[src/rtl/alu_pkg.sv]
package alu_pkg;

    localparam int DW = 8;

    // status byte bit positions
    localparam int FC   = 0;
    localparam int FZ   = 1;
    localparam int FI   = 2;
    localparam int FD   = 3;
    localparam int FB   = 4;
    localparam int FONE = 5;
    localparam int FV   = 6;
    localparam int FN   = 7;

    localparam logic [7:0] PSR_RST = 8'h36;

    typedef enum logic [4:0] {
        OP_ADC = 5'd0,  OP_SBC = 5'd1,  OP_AND = 5'd2,  OP_ORA = 5'd3,
        OP_EOR = 5'd4,  OP_ASL = 5'd5,  OP_LSR = 5'd6,  OP_ROL = 5'd7,
        OP_ROR = 5'd8,  OP_INC = 5'd9,  OP_DEC = 5'd10, OP_CMP = 5'd11,
        OP_BIT = 5'd12, OP_LDM = 5'd13, OP_XFR = 5'd14, OP_XSP = 5'd15,
        OP_CLC = 5'd16, OP_SEC = 5'd17, OP_CLI = 5'd18, OP_SEI = 5'd19,
        OP_CLD = 5'd20, OP_SED = 5'd21, OP_CLV = 5'd22
    } op_e;

    typedef enum logic [1:0] {SH_ASL, SH_LSR, SH_ROL, SH_ROR} shift_e;
    typedef enum logic [1:0] {LG_AND, LG_OR, LG_XOR} logic_e;

endpackage

[src/rtl/alu_adder.sv]
module alu_adder #(
    parameter int W = 8
) (
    input  logic [W-1:0] a,
    input  logic [W-1:0] b,
    input  logic         ci,
    output logic [W-1:0] sum,
    output logic         co,
    output logic         ov
);
    logic [W:0] full;

    assign full = {1'b0, a} + {1'b0, b} + {{W{1'b0}}, ci};
    assign sum  = full[W-1:0];
    assign co   = full[W];
    assign ov   = (a[W-1] == b[W-1]) && (sum[W-1] != a[W-1]);
endmodule

[src/rtl/alu_shifter.sv]
module alu_shifter
    import alu_pkg::*;
#(
    parameter int W = 8
) (
    input  logic [W-1:0] d,
    input  logic         ci,
    input  shift_e       mode,
    output logic [W-1:0] q,
    output logic         co
);
    always_comb begin
        unique case (mode)
            SH_ASL: begin q = {d[W-2:0], 1'b0}; co = d[W-1]; end
            SH_LSR: begin q = {1'b0, d[W-1:1]}; co = d[0];   end
            SH_ROL: begin q = {d[W-2:0], ci};   co = d[W-1]; end
            SH_ROR: begin q = {ci, d[W-1:1]};   co = d[0];   end
        endcase
    end
endmodule

[src/rtl/alu_bitwise.sv]
module alu_bitwise
    import alu_pkg::*;
#(
    parameter int W = 8
) (
    input  logic [W-1:0] a,
    input  logic [W-1:0] b,
    input  logic_e       sel,
    output logic [W-1:0] q
);
    always_comb begin
        case (sel)
            LG_OR:   q = a | b;
            LG_XOR:  q = a ^ b;
            default: q = a & b;
        endcase
    end
endmodule

[src/rtl/acc_alu.sv]
module acc_alu
    import alu_pkg::*;
#(
    parameter int W = DW
) (
    input  logic         clk,
    input  logic         rst_n,
    input  logic [4:0]   op_i,
    input  logic [W-1:0] reg_i,
    input  logic [W-1:0] mem_i,
    input  logic [7:0]   psr_i,
    output logic [W-1:0] res_o,
    output logic         res_wr_o,
    output logic [7:0]   psr_o
);
    localparam int SB = W - 1;
    localparam int VB = W - 2;

    op_e          op;
    logic [W-1:0] add_b, add_sum, sh_q, lg_q;
    logic         add_ci, add_co, add_ov, sh_co;
    shift_e       sh_sel;
    logic_e       lg_sel;

    logic [W-1:0] res_q, nxt_res;
    logic         wr_q, nxt_wr;
    logic [7:0]   psr_q, nxt_psr;
    logic         nz_upd;
    logic [W-1:0] nz_val;

    assign op = op_e'(op_i);

    // operand steering for the shared datapaths
    always_comb begin
        add_b  = mem_i;
        add_ci = psr_i[FC];
        case (op)
            OP_SBC:  add_b = ~mem_i;
            OP_CMP:  begin add_b = ~mem_i;       add_ci = 1'b1; end
            OP_INC:  begin add_b = '0;           add_ci = 1'b1; end
            OP_DEC:  begin add_b = '1;           add_ci = 1'b0; end
            default: ;
        endcase
        case (op)
            OP_LSR:  sh_sel = SH_LSR;
            OP_ROL:  sh_sel = SH_ROL;
            OP_ROR:  sh_sel = SH_ROR;
            default: sh_sel = SH_ASL;
        endcase
        case (op)
            OP_ORA:  lg_sel = LG_OR;
            OP_EOR:  lg_sel = LG_XOR;
            default: lg_sel = LG_AND;
        endcase
    end

    alu_adder #(.W(W)) u_add (
        .a(reg_i), .b(add_b), .ci(add_ci),
        .sum(add_sum), .co(add_co), .ov(add_ov)
    );

    alu_shifter #(.W(W)) u_sh (
        .d(reg_i), .ci(psr_i[FC]), .mode(sh_sel), .q(sh_q), .co(sh_co)
    );

    alu_bitwise #(.W(W)) u_lg (
        .a(reg_i), .b(mem_i), .sel(lg_sel), .q(lg_q)
    );

    // next-value decode
    always_comb begin
        nxt_res = res_q;
        nxt_wr  = 1'b0;
        nxt_psr = psr_i;
        nz_upd  = 1'b0;
        nz_val  = '0;
        case (op)
            OP_ADC, OP_SBC: begin
                nxt_res = add_sum; nxt_wr = 1'b1;
                nxt_psr[FC] = add_co; nxt_psr[FV] = add_ov;
                nz_upd = 1'b1; nz_val = add_sum;
            end
            OP_CMP: begin
                nxt_psr[FC] = add_co;
                nz_upd = 1'b1; nz_val = add_sum;
            end
            OP_INC, OP_DEC: begin
                nxt_res = add_sum; nxt_wr = 1'b1;
                nz_upd = 1'b1; nz_val = add_sum;
            end
            OP_AND, OP_ORA, OP_EOR: begin
                nxt_res = lg_q; nxt_wr = 1'b1;
                nz_upd = 1'b1; nz_val = lg_q;
            end
            OP_ASL, OP_LSR, OP_ROL, OP_ROR: begin
                nxt_res = sh_q; nxt_wr = 1'b1;
                nxt_psr[FC] = sh_co;
                nz_upd = 1'b1; nz_val = sh_q;
            end
            OP_BIT: begin
                nxt_psr[FZ] = (lg_q == '0);
                nxt_psr[FN] = mem_i[SB];
                nxt_psr[FV] = mem_i[VB];
            end
            OP_LDM: begin
                nxt_res = mem_i; nxt_wr = 1'b1;
                nz_upd = 1'b1; nz_val = mem_i;
            end
            OP_XFR: begin
                nxt_res = reg_i; nxt_wr = 1'b1;
                nz_upd = 1'b1; nz_val = reg_i;
            end
            OP_XSP: begin
                nxt_res = reg_i; nxt_wr = 1'b1;
            end
            OP_CLC:  nxt_psr[FC] = 1'b0;
            OP_SEC:  nxt_psr[FC] = 1'b1;
            OP_CLI:  nxt_psr[FI] = 1'b0;
            OP_SEI:  nxt_psr[FI] = 1'b1;
            OP_CLD:  nxt_psr[FD] = 1'b0;
            OP_SED:  nxt_psr[FD] = 1'b1;
            OP_CLV:  nxt_psr[FV] = 1'b0;
            default: ;
        endcase
        if (nz_upd) begin
            nxt_psr[FN] = nz_val[SB];
            nxt_psr[FZ] = (nz_val == '0);
        end
        nxt_psr[FONE] = 1'b1;
    end

    // output register
    always_ff @(posedge clk or negedge rst_n) begin
        if (!rst_n) begin
            res_q <= '0;
            wr_q  <= 1'b0;
            psr_q <= PSR_RST;
        end else begin
            res_q <= nxt_res;
            wr_q  <= nxt_wr;
            psr_q <= nxt_psr;
        end
    end

    assign res_o    = res_q;
    assign res_wr_o = wr_q;
    assign psr_o    = psr_q;


    cmp_no_write_chk: assert property (@(posedge clk) disable iff (!rst_n)
        (op_i == OP_CMP) |=> (!res_wr_o && psr_o[FV] == $past(psr_i[FV])));


    sp_flags_kept_chk: assert property (@(posedge clk) disable iff (!rst_n)
        (op_i == OP_XSP) |=> (psr_o == ($past(psr_i) | 8'h20)));


    inc_wrap_chk: assert property (@(posedge clk) disable iff (!rst_n)
        (op_i == OP_INC) |=> (res_o == W'($past(reg_i) + 1'b1)));


    flag_op_no_write_chk: assert property (@(posedge clk) disable iff (!rst_n)
        (op_i >= OP_CLC && op_i <= OP_CLV) |=> (!res_wr_o && $stable(res_o)));


    const_bit_chk: assert property (@(posedge clk) disable iff (!rst_n)
        psr_o[FONE]);
endmodule

[config.mk]
export PLATFORM = sky130hd
export DESIGN_NAME = acc_alu
export DESIGN_NICKNAME = d
export VERILOG_FILES = /design/src/rtl/alu_pkg.sv /design/src/rtl/alu_adder.sv /design/src/rtl/alu_shifter.sv /design/src/rtl/alu_bitwise.sv /design/src/rtl/acc_alu.sv
export SDC_FILE = /design/constraint.sdc
export NUM_CORES = 1
export LEC_CHECK = 0
export BUFFER_PORTS_ARGS = -buffer_cell sky130_fd_sc_hd__buf_2
export CAP_MARGIN = 20
export CORE_ASPECT_RATIO = 0.5
export CORE_UTILIZATION = 60
export CTS_BUF_LIST = sky130_fd_sc_hd__clkbuf_8
export DETAILED_ROUTE_END_ITERATION = 6
export GPL_ROUTABILITY_DRIVEN = 0
export GPL_TIMING_DRIVEN = 0
export PLACE_DENSITY = 0.86
export SLEW_MARGIN = 30
export SYNTH_ARGS = -nofsm -noshare
export SYNTH_HDL_FRONTEND = slang
export SYNTH_SLANG_ARGS = --single-unit
[constraint.sdc]
create_clock -name clk -period 2.4 [get_ports clk]
set_input_delay 0.24 -clock clk [delete_from_list [all_inputs] [get_ports clk]]
set_output_delay 0.24 -clock clk [all_outputs]
set_load 0.02 [all_outputs]
==> summary.md, run 1 <==
| Metric | Value |
|---|---|
| Remaining Overflow, GRT | 92 |
| Pin count of the biggest net entering global routing | 17 |
| Yosys warnings | 0 |
| Async SR Flop Fraction | 1.000 |
| EDFF count, synth | 0 |
| Pin ending the worst setup path after global-route repair | psr_o[1]$_DFF_PN1_/D |
| Sequential area share after synthesis | 0.1728 |
| # IOs | 48 |
| Port bufs | 45 |
| Chip width | around 90 um |
| H-tree Lvls | 1 |
| Initial Utilization | 0.6524 |
| HPWL Detailed | approximately 5.6 mm |
| Area leader, netlist | dfrtp_1 |
| Tool error | [ERROR GRT-0232] Routing congestion too high. Check the congestion heatmap in the GUI. |
| Synthesized area | 2338 um^2 |
| Syn Area/Cell | 7.667 um^2 |
| CTS Root Cell | clkbuf_8 |
| Clock Sinks | 16 |
| Kind of the worst endpoint | register data pin |
| Synth Flop Type | dfrtp_1 |
| Status | aborted with a tool error |
| Mapped Cells | a little over 300 |
| Post-synthesis register bit count | 16 |
| Synth unique cells | 61 |
| Inserted Clock Buffers | 3 |
| Fail Step | 5_1_grt |
| Die Ht | 46.15 um |
| # rows | 15 |
| Syn nets | 364 |
| Global Route Usage Sum | 0.7799 |
| Top cells by area, synth | dfrtp_1 (14%), ha_1 (14%), a21oi_1 (4.7%) |
| Max clock buf depth | 2 |
| Share of the synthesized area in the top cell type | 0.1391 |
| Post-placement setup slack | -1.002 ns |
## synth_stat cells (all sizes together) (7+ instances only)
| cell type | number |
|---|---|
| a21oi | 22 |
| a22oi | 10 |
| a31oi | 7 |
| buf | 7 |
| clkbuf | 9 |
| dfrtp | 13 |
| ha | 26 |
| inv | 29 |
| mux2i | 8 |
| nand2 | 26 |
| nand2b | 11 |
| nor2 | 26 |
| nor3 | 7 |
| o21ai | 13 |
## through the flow
step | area (um^2) | std cells | hold WS (ns) | utilization
after floorplan | 2461 | 305 | -0.05559 | -
after global placement | 2750 | 401 | 0.1526 | 0.7672
after detailed placement | 2750 | 401 | 0.1662 | 0.7672
after CTS | 3093 | 418 | 0.08156 | 0.8628
## metal layers
metal  track usage  overflow
met3        0.5545         0
met2         1.027        48
met1        0.7468         3
met5        0.2262         0
met4        0.9548        41
## cell families after synthesis
logic type                 count (synthesis)  share of synthesized area
AOI/OAI and AO/OA                         95                     0.2830
xor gates and xnor gates                   6                    0.02248
muxes                                     13                    0.05832
DFF                                       16                     0.1728
other                                      1                   0.001604
adders and majority gates                 28                     0.1562
and+or+nand+nor                          101                     0.2236
buffers and inverters                     45                    0.08186
## repair_timing
item,4_1_cts
cloned,0
gates resized for setup,33
setup buffers,13
pin swaps,25
endpoints found under the hold margin,13
hold buffers,1
setup endpoints to repair,12
==> run 2, diff against run 1 <==
- CORE_ASPECT_RATIO: 0.5 -> unset
- CORE_UTILIZATION: 60 -> 40
- CTS_BUF_LIST: sky130_fd_sc_hd__clkbuf_8 -> unset
- PLACE_DENSITY: 0.86 -> unset
- PLACE_DENSITY_LB_ADDON: unset -> 0.15
==> run 2 against run 1 <==
  * Synthesized cell count stayed put
  * The flow now finishes, with violations (setup timing)
  * Synthesized area stayed put
==> summary.md, run 2 <==
| Metric | Value |
|---|---|
| Status | finished, violations left |
| Failing checks | setup timing |
| Inserted Clock Buffers | 3 (unchanged) |
| Worst slew pin tran | 0.8145 ns |
| Layout area overhead | 42.86% |
| Async SR Flop Fraction | 1.000 (unchanged) |
| Drc violations | 0 |
| ANT nets after route | 0 |
| Post-Place Cell Area | 2776 um^2 (+0.96%) |
| Share of layout cells above drive strength 1 | 0.3957 |
| Max-slew violation count | 0 |
| Remaining Overflow, GRT | 0 |
| Final hold viol count | 0 |
| Clock Skew | 0 ns |
| DRT iter0 DRCs | between 200 and 300 |
| CTS Root Cell | clkbuf_8 |
| Syn nets | 364 (unchanged) |
| Vias | ~2600 |
| Placeable Area | about 5600 um^2 |
| Clk_lat worst skew | 0.25 ns |
| Final core occ | 0.5993 |
| Sequential area share after synthesis | 0.1728 (unchanged) |
| Worst Path Arrival | 2.86 ns |
| HP Class | primary input to flop |
| # diodes | 0 |
| Max Clk Rate | between 300 and 400 MHz |
| Vias in the first global route | 2378 |
| Slew headroom | 0.4525 |
| Mapped Cells | 305 (unchanged) |
| Port bufs | 45 (unchanged) |
| Final Cell Area | 3341 um^2 |
| Final WS setup | -0.3596 ns |
| Global Route Usage Sum | 0.2453 |
| Synth top cells by count | inv_1 (29), ha_1 (26), nand2_1 (26), nor2_1 (26), a21oi_1 (22) |
| CP max FO | 12 |
| TritonCTS clock tree | yes |
| Wire length per cell | approximately 17 um |
| Synth unique cells | 61 (unchanged) |
| Crit path launch type | primary input |
| Die ar. | 6156 um^2 |
| Number of fill cells | ~530 |
| CP Data Required Time | ~2.5 ns |
| EDFF count, synth | 0 (unchanged) |
| HPWL Detailed | 5.673 mm (+1.2%) |
| Clock Sinks | 16 (unchanged) |
| Syn Area/Cell | 7.667 um^2 (unchanged) |
| Max FFs per register | 8 |
| Final period utilization | 1.150 |
| Most common cell after layout, fill and taps aside | buf_2 |
| Routed vias/inst | 5.877 |
| Detailed Route WL | about 7.7 mm |
| # IOs | 48 (unchanged) |
| Final Critical Period | 2.760 ns |
| Synth Flop Type | dfrtp_1 |
| Die Ht | 78.46 um (+70%) |
| Max Cap Viol | 0 |
| Leak Pwr | 1.529 nW |
| Top-count cell post-synth | inv_1 |
| Max clock buf depth | 2 (unchanged) |
| Clock transition at path regs | 0.06 ns |
| Drt pass-1 iters | 5 |
| Share of the synthesized area in the top cell type | 0.1391 (unchanged) |
| H-tree Lvls | 1 (unchanged) |
| Setup-failing EPs final | 8 |
| Synthesized area | 2338 um^2 (unchanged) |
| Worst setup EP type | flop |
| # rows | 27 (+12) |
| Global-route wire length before repair | approximately 12 mm |
| Pin count of the biggest net entering global routing | 17 |
| Initial antenna violation count | 0 |
| Initial Utilization | 0.4195 (-0.2328) |
| PwrDens | 386.2 nW/um^2 |
| Most frequent cells in the layout | buf_2 (41), inv_1 (28), nand2_1 (24), nor2_1 (24), buf_4 (23) |
| Final #Nets | 434 |
| Top cells by area, synth | dfrtp_1 (14%), ha_1 (14%), a21oi_1 (4.7%) |
| RSZ-0062 raised after global routing | yes |
| Post-synthesis register bit count | 16 (unchanged) |
| Chip width | 78.46 um (-13%) |
| Flop2flop setup slack | 1.31 ns |
| Area leader, netlist | dfrtp_1 |
| Peak VDD IR | between 0.2 and 0.3 mV |
| Crit Path Category | primary input to flop |
| Yosys warnings | 0 (unchanged) |
-- run 2: cells by family after synthesis --
logic type,after synthesis,synth area share
buffers and inverters,45,0.08186
other,1,0.001604
XOR/XNOR,6,0.02248
flip-flops,16,0.1728
multiplexers,13,0.05832
adder cells (fa/ha/maj),28,0.1562
AO/OA/AOI/OAI,95,0.2830
AND/OR/NAND/NOR,101,0.2236
-- run 2: power by group --
part / leakage (nW) / total (mW) / switching [mW] / internal (mW)
Sequential: 0.188 / 0.333 / 0.0175 / 0.315
Combinational: 1.31 / 0.728 / 0.405 / 0.323
Clock: 0.0288 / 0.229 / 0.0838 / 0.145
-- run 2: timing repair --
action | CTS | global route
hold endpoints to repair | 13 | 0
endpoints found under the setup margin | 12 | 12
pin swaps | 26 | 32
resized for setup | 42 | 37
setup buffers | 11 | 12
hold buffers | 1 | 0
-- run 2: cell type report --
type                            count  area [um^2]  area share
Multi-Input combinational cell    244         2069      0.6195
Timing Repair Buffer               68        432.9      0.1296
Sequential cell                    16        404.1      0.1210
Buffer                             13        180.2     0.05393
Tap cell                           72        90.09     0.02697
Inverter                           29        108.9     0.03258
Clock buffer                        4        55.05     0.01648
-- run 2: worst paths after layout --
check	cells past startpoint	to	start
max	15	psr_o[0]$_DFF_PN0_	op_i[1]
min	1	psr_o[4]$_DFF_PN1_	psr_i[4]
max reg2reg	2	res_o[5]$_DFFE_PN0P_	res_o[5]$_DFFE_PN0P_
min reg2reg	2	res_o[2]$_DFFE_PN0P_	res_o[2]$_DFFE_PN0P_
max in group asynchronous	2	psr_o[2]$_DFF_PN1_	rst_n
min in group asynchronous	2	res_o[2]$_DFFE_PN0P_	rst_n
-- run 2: metal layers --
layer	wire length, um	part of all wire	GRT usage	vias up
li1	-	-	-	1256
met1	3445	0.45	0.3428	1240
met2	3671	0.48	0.4061	113
met3	489	0.063	0.01395	12
met4	101	0.013	0.06852	0
met5	0	0	0	-
-- run 2: through the flow --
step / instances / TNS [ns] / power (mW) / setup WS (ns) / hold slack [ns]
2_1_floorplan: 305 / -2.163 / 0.7398 / -0.4142 / -0.05559
3_3_place_gp: 422 / -7.562 / 0.9063 / -0.9703 / 0.1612
3_5_place_dp: 422 / -7.858 / 0.9162 / -0.9840 / 0.1545
4_1_cts: 437 / -1.967 / 1.211 / -0.3940 / 0.09407
5_1_grt: 446 / -2.317 / 1.369 / -0.4483 / 0.08213
6_report: 446 / -1.518 / 1.290 / -0.3596 / 0.09524
-- run 2: worst max-delay path, cell delays in order --
cell and delay (ns):
buf_4 0.18, clkbuf_16 0.17, buf_4 0.12, nand3_1 0.06, a32oi_1 0.25, fa_2 0.30
inv_2 0.05, fa_2 0.40, a211oi_2 0.23, o21bai_1 0.12, a21oi_2 0.17, nor2b_1 0.07
o21a_1 0.18, o221ai_2 0.19, o311ai_2 0.14
No activity file was read; power rests on OpenSTA's default activity.
